===== config.mk =====
export PLATFORM = sky130hd
export DESIGN_NAME = swp_guard
export DESIGN_NICKNAME = d
export VERILOG_FILES = /design/src/rtl/swp_pkg.sv /design/src/rtl/swp_rst_sync.sv /design/src/rtl/swp_cmd_decode.sv /design/src/rtl/swp_dev_ctl.sv /design/src/rtl/swp_guard.sv
export SDC_FILE = /design/constraint.sdc
export NUM_CORES = 1
export LEC_CHECK = 0
export ABC_CLOCK_PERIOD_IN_PS = 5740
export CAP_MARGIN = 20
export CORE_MARGIN = 1.5
export CORE_UTILIZATION = 60
export DETAILED_ROUTE_END_ITERATION = 10
export DONT_BUFFER_PORTS = 1
export PLACE_DENSITY = 0.78
export SLEW_MARGIN = 30
export SYNTH_ARGS = -nofsm -noshare
export SYNTH_HDL_FRONTEND = slang
export SYNTH_HIERARCHICAL = 1
export SYNTH_SLANG_ARGS = --single-unit

===== constraint.sdc =====
create_clock -name clk_i -period 5.74 [get_ports clk_i]
set_input_delay 0.574 -clock clk_i [delete_from_list [all_inputs] [get_ports clk_i]]
set_output_delay 0.574 -clock clk_i [all_outputs]
set_load 0.01 [all_outputs]

===== src/rtl/swp_pkg.sv =====
`timescale 1ns/1ps
package swp_pkg;

  // Classified meaning of one write as seen by the sequence matchers
  typedef enum logic [2:0] {
    TK_NONE,
    TK_KEY1,   // AA at 5555h
    TK_KEY2,   // 55 at 2AAAh
    TK_ARM,    // A0 at 5555h
    TK_ERASE,  // 80 at 5555h
    TK_CLEAR   // 20 at 5555h
  } swp_tok_e;

  // Matcher progress
  typedef enum logic [2:0] {
    SQ_IDLE,
    SQ_K1,
    SQ_K2,
    SQ_E3,
    SQ_E4,
    SQ_E5
  } swp_step_e;

  localparam logic [14:0] CMD_ADDR_HI = 15'h5555;
  localparam logic [14:0] CMD_ADDR_LO = 15'h2AAA;
  localparam logic [7:0]  CMD_KEY1    = 8'hAA;
  localparam logic [7:0]  CMD_KEY2    = 8'h55;
  localparam logic [7:0]  CMD_ARM     = 8'hA0;
  localparam logic [7:0]  CMD_ERASE   = 8'h80;
  localparam logic [7:0]  CMD_CLEAR   = 8'h20;

endpackage


===== src/rtl/swp_rst_sync.sv =====
`timescale 1ns/1ps
module swp_rst_sync #(
  parameter int STAGES = 2
) (
  input  logic clk_i,
  input  logic rst_ni,
  output logic rst_no
);
  logic [STAGES-1:0] sync_q;

  always_ff @(posedge clk_i or negedge rst_ni) begin
    if (!rst_ni) sync_q <= '0;
    else         sync_q <= {sync_q[STAGES-2:0], 1'b1};
  end

  assign rst_no = sync_q[STAGES-1];
endmodule


===== src/rtl/swp_cmd_decode.sv =====
`timescale 1ns/1ps
module swp_cmd_decode
  import swp_pkg::*;
#(
  parameter int CMP_W  = 15,
  parameter int DATA_W = 8
) (
  input  logic [CMP_W-1:0]  addr_i,
  input  logic [DATA_W-1:0] data_i,
  output swp_tok_e          tok_o
);
  logic at_hi, at_lo;

  assign at_hi = (addr_i == CMP_W'(CMD_ADDR_HI));
  assign at_lo = (addr_i == CMP_W'(CMD_ADDR_LO));

  always_comb begin
    tok_o = TK_NONE;
    if (at_hi && data_i == DATA_W'(CMD_KEY1))  tok_o = TK_KEY1;
    if (at_lo && data_i == DATA_W'(CMD_KEY2))  tok_o = TK_KEY2;
    if (at_hi && data_i == DATA_W'(CMD_ARM))   tok_o = TK_ARM;
    if (at_hi && data_i == DATA_W'(CMD_ERASE)) tok_o = TK_ERASE;
    if (at_hi && data_i == DATA_W'(CMD_CLEAR)) tok_o = TK_CLEAR;
  end
endmodule


===== src/rtl/swp_dev_ctl.sv =====
`timescale 1ns/1ps
module swp_dev_ctl
  import swp_pkg::*;
(
  input  logic     clk_i,
  input  logic     rst_ni,
  input  logic     wr_hit_i,    // valid write addressed to this device
  input  swp_tok_e tok_i,
  input  logic     done_hit_i,  // program cycle of this device ended
  output logic     permit_o,
  output logic     prot_o
);
  swp_step_e step_q, step_d;
  logic win_q, win_d;       // authorized load window
  logic arm_q, arm_d;       // protection set pending
  logic clr_q, clr_d;       // protection clear pending
  logic prot_q, prot_d;
  logic upd_en;
  logic ordinary;

  assign upd_en = wr_hit_i | done_hit_i;

  always_comb begin
    step_d   = step_q;
    win_d    = win_q;
    arm_d    = arm_q;
    clr_d    = clr_q;
    prot_d   = prot_q;
    permit_o = 1'b0;
    ordinary = 1'b0;

    if (done_hit_i) begin
      if (arm_q) prot_d = 1'b1;
      if (clr_q) prot_d = 1'b0;
      arm_d = 1'b0;
      clr_d = 1'b0;
      win_d = 1'b0;
    end

    if (wr_hit_i) begin
      if (win_q) begin
        permit_o = 1'b1;
      end else begin
        unique case (step_q)
          SQ_IDLE: if (tok_i == TK_KEY1) step_d = SQ_K1; else ordinary = 1'b1;
          SQ_K1:   if (tok_i == TK_KEY2) step_d = SQ_K2; else ordinary = 1'b1;
          SQ_K2: begin
            if (tok_i == TK_ARM) begin
              step_d = SQ_IDLE;
              win_d  = 1'b1;
              arm_d  = 1'b1;
              clr_d  = 1'b0;
            end else if (tok_i == TK_ERASE) begin
              step_d = SQ_E3;
            end else begin
              ordinary = 1'b1;
            end
          end
          SQ_E3:   if (tok_i == TK_KEY1) step_d = SQ_E4; else ordinary = 1'b1;
          SQ_E4:   if (tok_i == TK_KEY2) step_d = SQ_E5; else ordinary = 1'b1;
          SQ_E5: begin
            if (tok_i == TK_CLEAR) begin
              step_d = SQ_IDLE;
              clr_d  = 1'b1;
              arm_d  = 1'b0;
            end else begin
              ordinary = 1'b1;
            end
          end
          default: ordinary = 1'b1;
        endcase
        if (ordinary) begin
          step_d   = SQ_IDLE;
          permit_o = ~prot_q;
        end
      end
    end
  end

  always_ff @(posedge clk_i or negedge rst_ni) begin
    if (!rst_ni) begin
      step_q <= SQ_IDLE;
      win_q  <= 1'b0;
      arm_q  <= 1'b0;
      clr_q  <= 1'b0;
      prot_q <= 1'b0;
    end else if (upd_en) begin
      step_q <= step_d;
      win_q  <= win_d;
      arm_q  <= arm_d;
      clr_q  <= clr_d;
      prot_q <= prot_d;
    end
  end

  assign prot_o = prot_q;
endmodule


===== src/rtl/swp_guard.sv =====
`timescale 1ns/1ps
module swp_guard
  import swp_pkg::*;
#(
  parameter int ADDR_W = 19,
  parameter int DATA_W = 8,
  parameter int DEV_N  = 4,
  parameter int CMP_W  = 15,
  localparam int DEV_W = (DEV_N > 1) ? $clog2(DEV_N) : 1
) (
  input  logic              clk_i,
  input  logic              rst_ni,
  input  logic              wr_stb_i,
  input  logic              rd_stb_i,
  input  logic [ADDR_W-1:0] addr_i,
  input  logic [DATA_W-1:0] data_i,
  input  logic              prog_done_i,
  input  logic [DEV_W-1:0]  prog_dev_i,
  output logic              wr_permit_o,
  output logic [DEV_N-1:0]  prot_o
);
  logic             rst_sync_n;
  logic             wr_valid;
  logic [DEV_W-1:0] dev_sel;
  logic [DEV_N-1:0] dev_permit;
  logic             unused_mid;
  swp_tok_e         tok;

  swp_rst_sync #(.STAGES(2)) rst_sync_i (
    .clk_i  (clk_i),
    .rst_ni (rst_ni),
    .rst_no (rst_sync_n)
  );

  assign wr_valid   = wr_stb_i & ~rd_stb_i;
  assign dev_sel    = addr_i[ADDR_W-1 -: DEV_W];
  assign unused_mid = ^addr_i[ADDR_W-DEV_W-1:CMP_W];

  swp_cmd_decode #(.CMP_W(CMP_W), .DATA_W(DATA_W)) dec_i (
    .addr_i (addr_i[CMP_W-1:0]),
    .data_i (data_i),
    .tok_o  (tok)
  );

  for (genvar g = 0; g < DEV_N; g++) begin : g_dev
    logic wr_hit, done_hit;
    assign wr_hit   = wr_valid    & (dev_sel    == DEV_W'(g));
    assign done_hit = prog_done_i & (prog_dev_i == DEV_W'(g));

    swp_dev_ctl ctl_i (
      .clk_i      (clk_i),
      .rst_ni     (rst_sync_n),
      .wr_hit_i   (wr_hit),
      .tok_i      (tok),
      .done_hit_i (done_hit),
      .permit_o   (dev_permit[g]),
      .prot_o     (prot_o[g])
    );
  end

  assign wr_permit_o = |dev_permit;
endmodule


==> results_dict.tcl, run 1 <==
set metrics [dict create \
    r2r_cells 7 \
    fin_hold_ws_ps 237 \
    irDropWorstVdd_uv 283 \
    setup_viol 0 \
    die_x_um 68.9 \
    num_io_pins 39 \
    syn_area_per_cell_um2 8.32 \
    grt_max_degree 29 \
    period_minus_slack_ps 4180 \
    htree_num_levels 2 \
    layout_commonest_cell "dfrtp_1" \
    drive_gt1_share_pct 11.5 \
    syn_area_um2 2600 \
    finalWirelength_mm 5.49 \
    clk_pin_slew_worst_paths_ps 70 \
    grt_pass1_wl_mm 9.15 \
    crit_type "in2out" \
    die_h_um 68.9 \
    ctsHoldBuffers 1 \
    crit_chain "nor4b_2 -> nand4_1 -> o32a_1 -> nor3_2 -> buf_4 -> a21oi_1 -> o311ai_2 -> a21oi_1 -> o21a_1 -> or4_1" \
    antenna_found_initial 0 \
    post-route-period-util_pct 72.9 \
    grt.total_usage_pct 25.3 \
    finalClockSkew_ps 7.29 \
    yosysUniqueCellTypes 46 \
    yosys_warnings 6 \
    core_um2 4090 \
    setup_tns_ps 0 \
    ctsResizeCount 0 \
    cts_made_buffers 5 \
    rsz0062_at_grt "no" \
    wl_per_cell_um 15.1 \
    drtPass1Iterations 4 \
    report.final.hold_viol_count 0 \
    status "completed" \
    syn_nets 355 \
    cts_root_buffer "clkbuf_8" \
    cp-start-kind "primary input" \
    dieArea_um2 4750 \
    insertion_delay_ps 280 \
    fillCellCount 343 \
    dpl.hpwl_mm 4.03 \
    required_ps 5170 \
    dpl_worst_slack_ps 1580 \
    critPathMostFrequentCell "a21oi_1" \
    cts.path.max_buffers 2 \
    max_freq_mhz 239 \
    fin_util_pct 66.3 \
    leakagePower_nw 1.06 \
    mostFrequentLayoutCells "dfrtp_1 (30), nand2_1 (27), nor2_1 (26)" \
    area.growth.synth_to_final_pct 3.94 \
    crit_cells 10 \
    cts_setup_buffers 0 \
    r2r_start "g_dev[2].ctl_i/step_q[2]" \
    synthFlopType "dfrtp_1" \
    final-instance-count-excl-fill 364 \
    ys_ff_latch 30 \
    vias 2268 \
    crit_arrival_ps 3610 \
    syn_inst 313 \
    synth_edf_count 0 \
    drt_iter0_drc 198 \
    maxCapViolCount 0 \
    end_kind "output port" \
    first_global_vias 2098 \
    powerDensity_nw_per_um2 429 \
    remaining_drc_errors 0 \
    fin_nets 355 \
    crit_start "addr_i[13]" \
    row_count 23 \
    viasPerCell 6.23 \
    tightest_slew_ps 657 \
    timing.final.ws_setup_ps 1560 \
    cts_tree "yes" \
    cp_max_fo 14 \
    grt_overflow_total 0 \
    synthArstFlopShare_pct 100 \
    critPathBufInv 1 \
    yosysSeqAreaShare_pct 28.8 \
    gp_congestion 0.865 \
    cts_sinks 30 \
    slew_viol_final 0 \
    dp.cells 355 \
    port_buffers 0 \
    hold_class "reg2async" \
    max_stage_delay_ps 580 \
    crit_family "simple AND/OR/NAND/NOR gates" \
    n_antenna_cell 0 \
    final_antenna_net_count 0 \
    cp_slowest_cell "or4_1" \
    maxSlewHeadroom_pct 56.0 \
    floorplan.initialDensity_pct 63.7 \
]
-- report_power, final --
part / leakage, nW / total (mW) / internal [mW] / switching [mW]
Sequential: 0.402 / 0.387 / 0.249 / 0.138
Combinational: 0.612 / 0.595 / 0.277 / 0.318
Clock: 0.0482 / 0.178 / 0.0966 / 0.0815
Total: 1.06 / 1.16 / 0.623 / 0.537
-- sequential cells by signal, indices dropped and copies added, names as in the netlist --
signal and count:
g_dev.ctl_i/step_q 12, g_dev.ctl_i/arm_q 4, g_dev.ctl_i/clr_q 4, g_dev.ctl_i/prot_o 4, g_dev.ctl_i/win_q 4, rst_sync_i/sync_q 2
-- logic make-up after synthesis --
group | after synthesis | share of synthesized area [%]
fa+ha+maj | 8 | 3.84
flops | 30 | 28.8
mux | 4 | 1.54
simple gates | 135 | 32.1
compound gates | 94 | 24.5
xor+xnor | 5 | 1.68
buf+inv | 36 | 7.35
other cells | 1 | 0.144
-- metal layers --
| metal | up-vias | part of all wire [%] | global-route usage (%) | routed length, µm |
|---|---|---|---|---|
| met5 | - | 0 | 0 | 0 |
| met4 | 0 | 0.49 | 5.88 | 27 |
| met3 | 4 | 5.0 | 5.19 | 272 |
| met2 | 60 | 48 | 41.9 | 2610 |
| met1 | 1059 | 47 | 34.1 | 2580 |
| li1 | 1145 | - | - | - |
-- area by class of cell --
| type | instances | area [µm²] | share of cell area [%] |
|---|---|---|---|
| clock buffer | 7 | 86.3 | 3.19 |
| clock inverter | 1 | 5.00 | 0.185 |
| inverter | 24 | 90.1 | 3.33 |
| multi-input combinational | 247 | 1670 | 61.8 |
| sequential | 30 | 751 | 27.7 |
| tap | 50 | 62.6 | 2.31 |
| timing repair buffer | 5 | 40.0 | 1.48 |
-- path summary, 6_finish.rpt --
path                                            end  slack, ps
max reg2reg                g_dev[2].ctl_i/step_q[0]       3820
min reg2reg                    g_dev[2].ctl_i/win_q        240
min                            g_dev[2].ctl_i/win_q        240
max in group asynchronous      rst_sync_i/sync_q[0]       5110
max                                     wr_permit_o       1560
min in group clk_i             rst_sync_i/sync_q[1]        360
-- cell usage after synthesis, types with 9 or more instances --
cell type | count | area share [%]
nor3_1 | 10 | 1.9
nor2b_1 | 9 | 2.2
a31oi_1 | 16 | 3.8
inv_1 | 20 | 2.9
nor2_1 | 26 | 3.7
a21oi_1 | 23 | 4.4
dfrtp_1 | 30 | 29
nand2_1 | 27 | 3.9
-- through the flow --
stage,total power [mW],cell area [µm²]
2_1_floorplan,0.920,2610
3_3_place_gp,0.961,2610
3_5_place_dp,0.974,2610
4_1_cts,1.16,2710
5_1_grt,1.26,2710
6_report,1.16,2710
-- worst reg2reg max path, cell delays in order, from the launching register on --
cell and delay, ps:
dfrtp_1 620, inv_2 120, ha_1 340, inv_1 90
a21o_1 80, a221oi_1 60, or3_1 340, o22ai_1 170
Power figures use the tool's default switching activity.
==> run 2, diff against run 1 <==
--- a/config.mk
+++ b/config.mk
@@ -5,10 +5,10 @@
 export SDC_FILE = /design/constraint.sdc
 export NUM_CORES = 1
 export LEC_CHECK = 0
-export ABC_CLOCK_PERIOD_IN_PS = 5740
+export ABC_CLOCK_PERIOD_IN_PS = 3800
 export CAP_MARGIN = 20
 export CORE_MARGIN = 1.5
-export CORE_UTILIZATION = 60
+export CORE_UTILIZATION = 58
 export DETAILED_ROUTE_END_ITERATION = 10
 export DONT_BUFFER_PORTS = 1
 export PLACE_DENSITY = 0.78
==> constraint.sdc (replaced) <==
create_clock -name clk_i -period 3.8 [get_ports clk_i]
set_input_delay 0.38 -clock clk_i [delete_from_list [all_inputs] [get_ports clk_i]]
set_output_delay 0.38 -clock clk_i [all_outputs]
set_load 0.01 [all_outputs]
==> results_dict.tcl, run 2 (synthesis results as in run 1) <==
set metrics [dict create \
    irDropWorstVdd_uv 404 \
    fin_hold_ws_ps 236 \
    dieArea_um2 4900 \
    first_global_vias 2170 \
    slew_viol_final 0 \
    insertion_delay_ps 280 \
    finalClockSkew_ps 5.45 \
    htree_num_levels 2 \
    gp_congestion 0.884 \
    grt.total_usage_pct 23.2 \
    grt_pass1_wl_mm 9.40 \
    die_h_um 70.0 \
    cts_root_buffer "clkbuf_8" \
    mostFrequentLayoutCells "dfrtp_1 (30), nand2_1 (27), nor2_1 (26)" \
    grt_max_degree 29 \
    cp_max_fo 24 \
    final-instance-count-excl-fill 366 \
    tightest_slew_ps 504 \
    cts_made_buffers 5 \
    r2r_cells 7 \
    setup_viol 0 \
    remaining_drc_errors 0 \
    clk_pin_slew_worst_paths_ps 70 \
    hold_class "reg2async" \
    rsz0062_at_grt "no" \
    fin_util_pct 63.0 \
    floorplan.initialDensity_pct 60.2 \
    ff2ff_setup_slack_ps 1870 \
    max_freq_mhz 303 \
    ctsHoldBuffers 1 \
    finalWirelength_mm 5.33 \
    cts_tree "yes" \
    layout_commonest_cell "dfrtp_1" \
    timing.final.ws_setup_ps 500 \
    post-route-period-util_pct 86.8 \
    dpl_worst_slack_ps 501 \
    powerDensity_nw_per_um2 641 \
    ff_latch_area_um2 751 \
    dpl.hpwl_mm 3.91 \
    maxCapViolCount 0 \
    drive_gt1_share_pct 11.5 \
    cts.path.max_buffers 2 \
    fin_nets 355 \
    leakagePower_nw 1.07 \
    largest_reg_flops 12 \
    port_buffers 0 \
    top_register "g_dev.ctl_i/step_q" \
    power.total_mw 1.74 \
    viasPerCell 6.15 \
    drtPass1Iterations 5 \
    crit_arrival_ps 2920 \
    dp.cells 357 \
    grt_overflow_total 0 \
    maxSlewHeadroom_pct 66.3 \
    cts_sinks 30 \
    setup_tns_ps 0 \
    r2r_start "g_dev[3].ctl_i/step_q[2]" \
    n_antenna_cell 0 \
    antenna_found_initial 0 \
    area.growth.synth_to_final_pct 4.51 \
    ctsResizeCount 0 \
    cp-start-kind "primary input" \
    report.final.hold_viol_count 0 \
    fillCellCount 390 \
    dpl-instance-area_um2 2620 \
    multiInputGateArea_um2 1670 \
    final_antenna_net_count 0 \
    drt_iter0_drc 157 \
    period_minus_slack_ps 3300 \
    rr_endpoint "g_dev[3].ctl_i/step_q[0]" \
    crit_type "in2out" \
    core_um2 4320 \
    num_io_pins 39 \
    die_x_um 70.0 \
    status "completed" \
    vias 2251 \
    wl_per_cell_um 14.6 \
    end_kind "output port" \
    cts_setup_buffers 0 \
    required_ps 3420 \
    postLayoutCellArea_um2 2720 \
    row_count 24 \
]
-- run 2: worst max path at each step --
stage                           from          end  slack [ps]  depth (start not counted)
after floorplan           addr_i[13]  wr_permit_o          30                          8
after global placement    addr_i[13]  wr_permit_o         510                         10
after detailed placement  addr_i[13]  wr_permit_o         500                         10
after CTS                 addr_i[13]  wr_permit_o         480                         10
after global routing       addr_i[7]  wr_permit_o         340                         10
final                     addr_i[13]  wr_permit_o         500                         10
-- run 2: critical path: stages --
cell	delay [ps]
nor4b_2	240
nand4_1	210
o32a_1	410
nor3_2	180
buf_12	200
a21oi_1	100
o311ai_2	310
a21oi_1	120
o21a_1	170
or4_1	580
-- run 2: layout make-up --
| type | instances | area share [%] |
|---|---|---|
| Tap cell | 52 | 2.39 |
| Clock inverter | 1 | 0.184 |
| Inverter | 24 | 3.31 |
| Clock buffer | 7 | 3.17 |
| Timing Repair Buffer | 5 | 1.93 |
| Multi-Input combinational cell | 247 | 61.4 |
| Sequential cell | 30 | 27.6 |
-- run 2: where the power goes --
group / internal, mW / leakage, nW / switching, mW
registers: 0.377 / 0.402 / 0.207
logic: 0.418 / 0.615 / 0.481
clock network: 0.146 / 0.0482 / 0.116
total: 0.941 / 1.07 / 0.804
-- run 2: routing by layer --
layer | global-route usage [%] | routed length, µm | vias to the layer above
li1 | - | - | 1145
met1 | 30.7 | 2540 | 1048
met2 | 37.8 | 2450 | 52
met3 | 5.34 | 268 | 6
met4 | 7.48 | 70 | 0
met5 | 0 | 0 | -
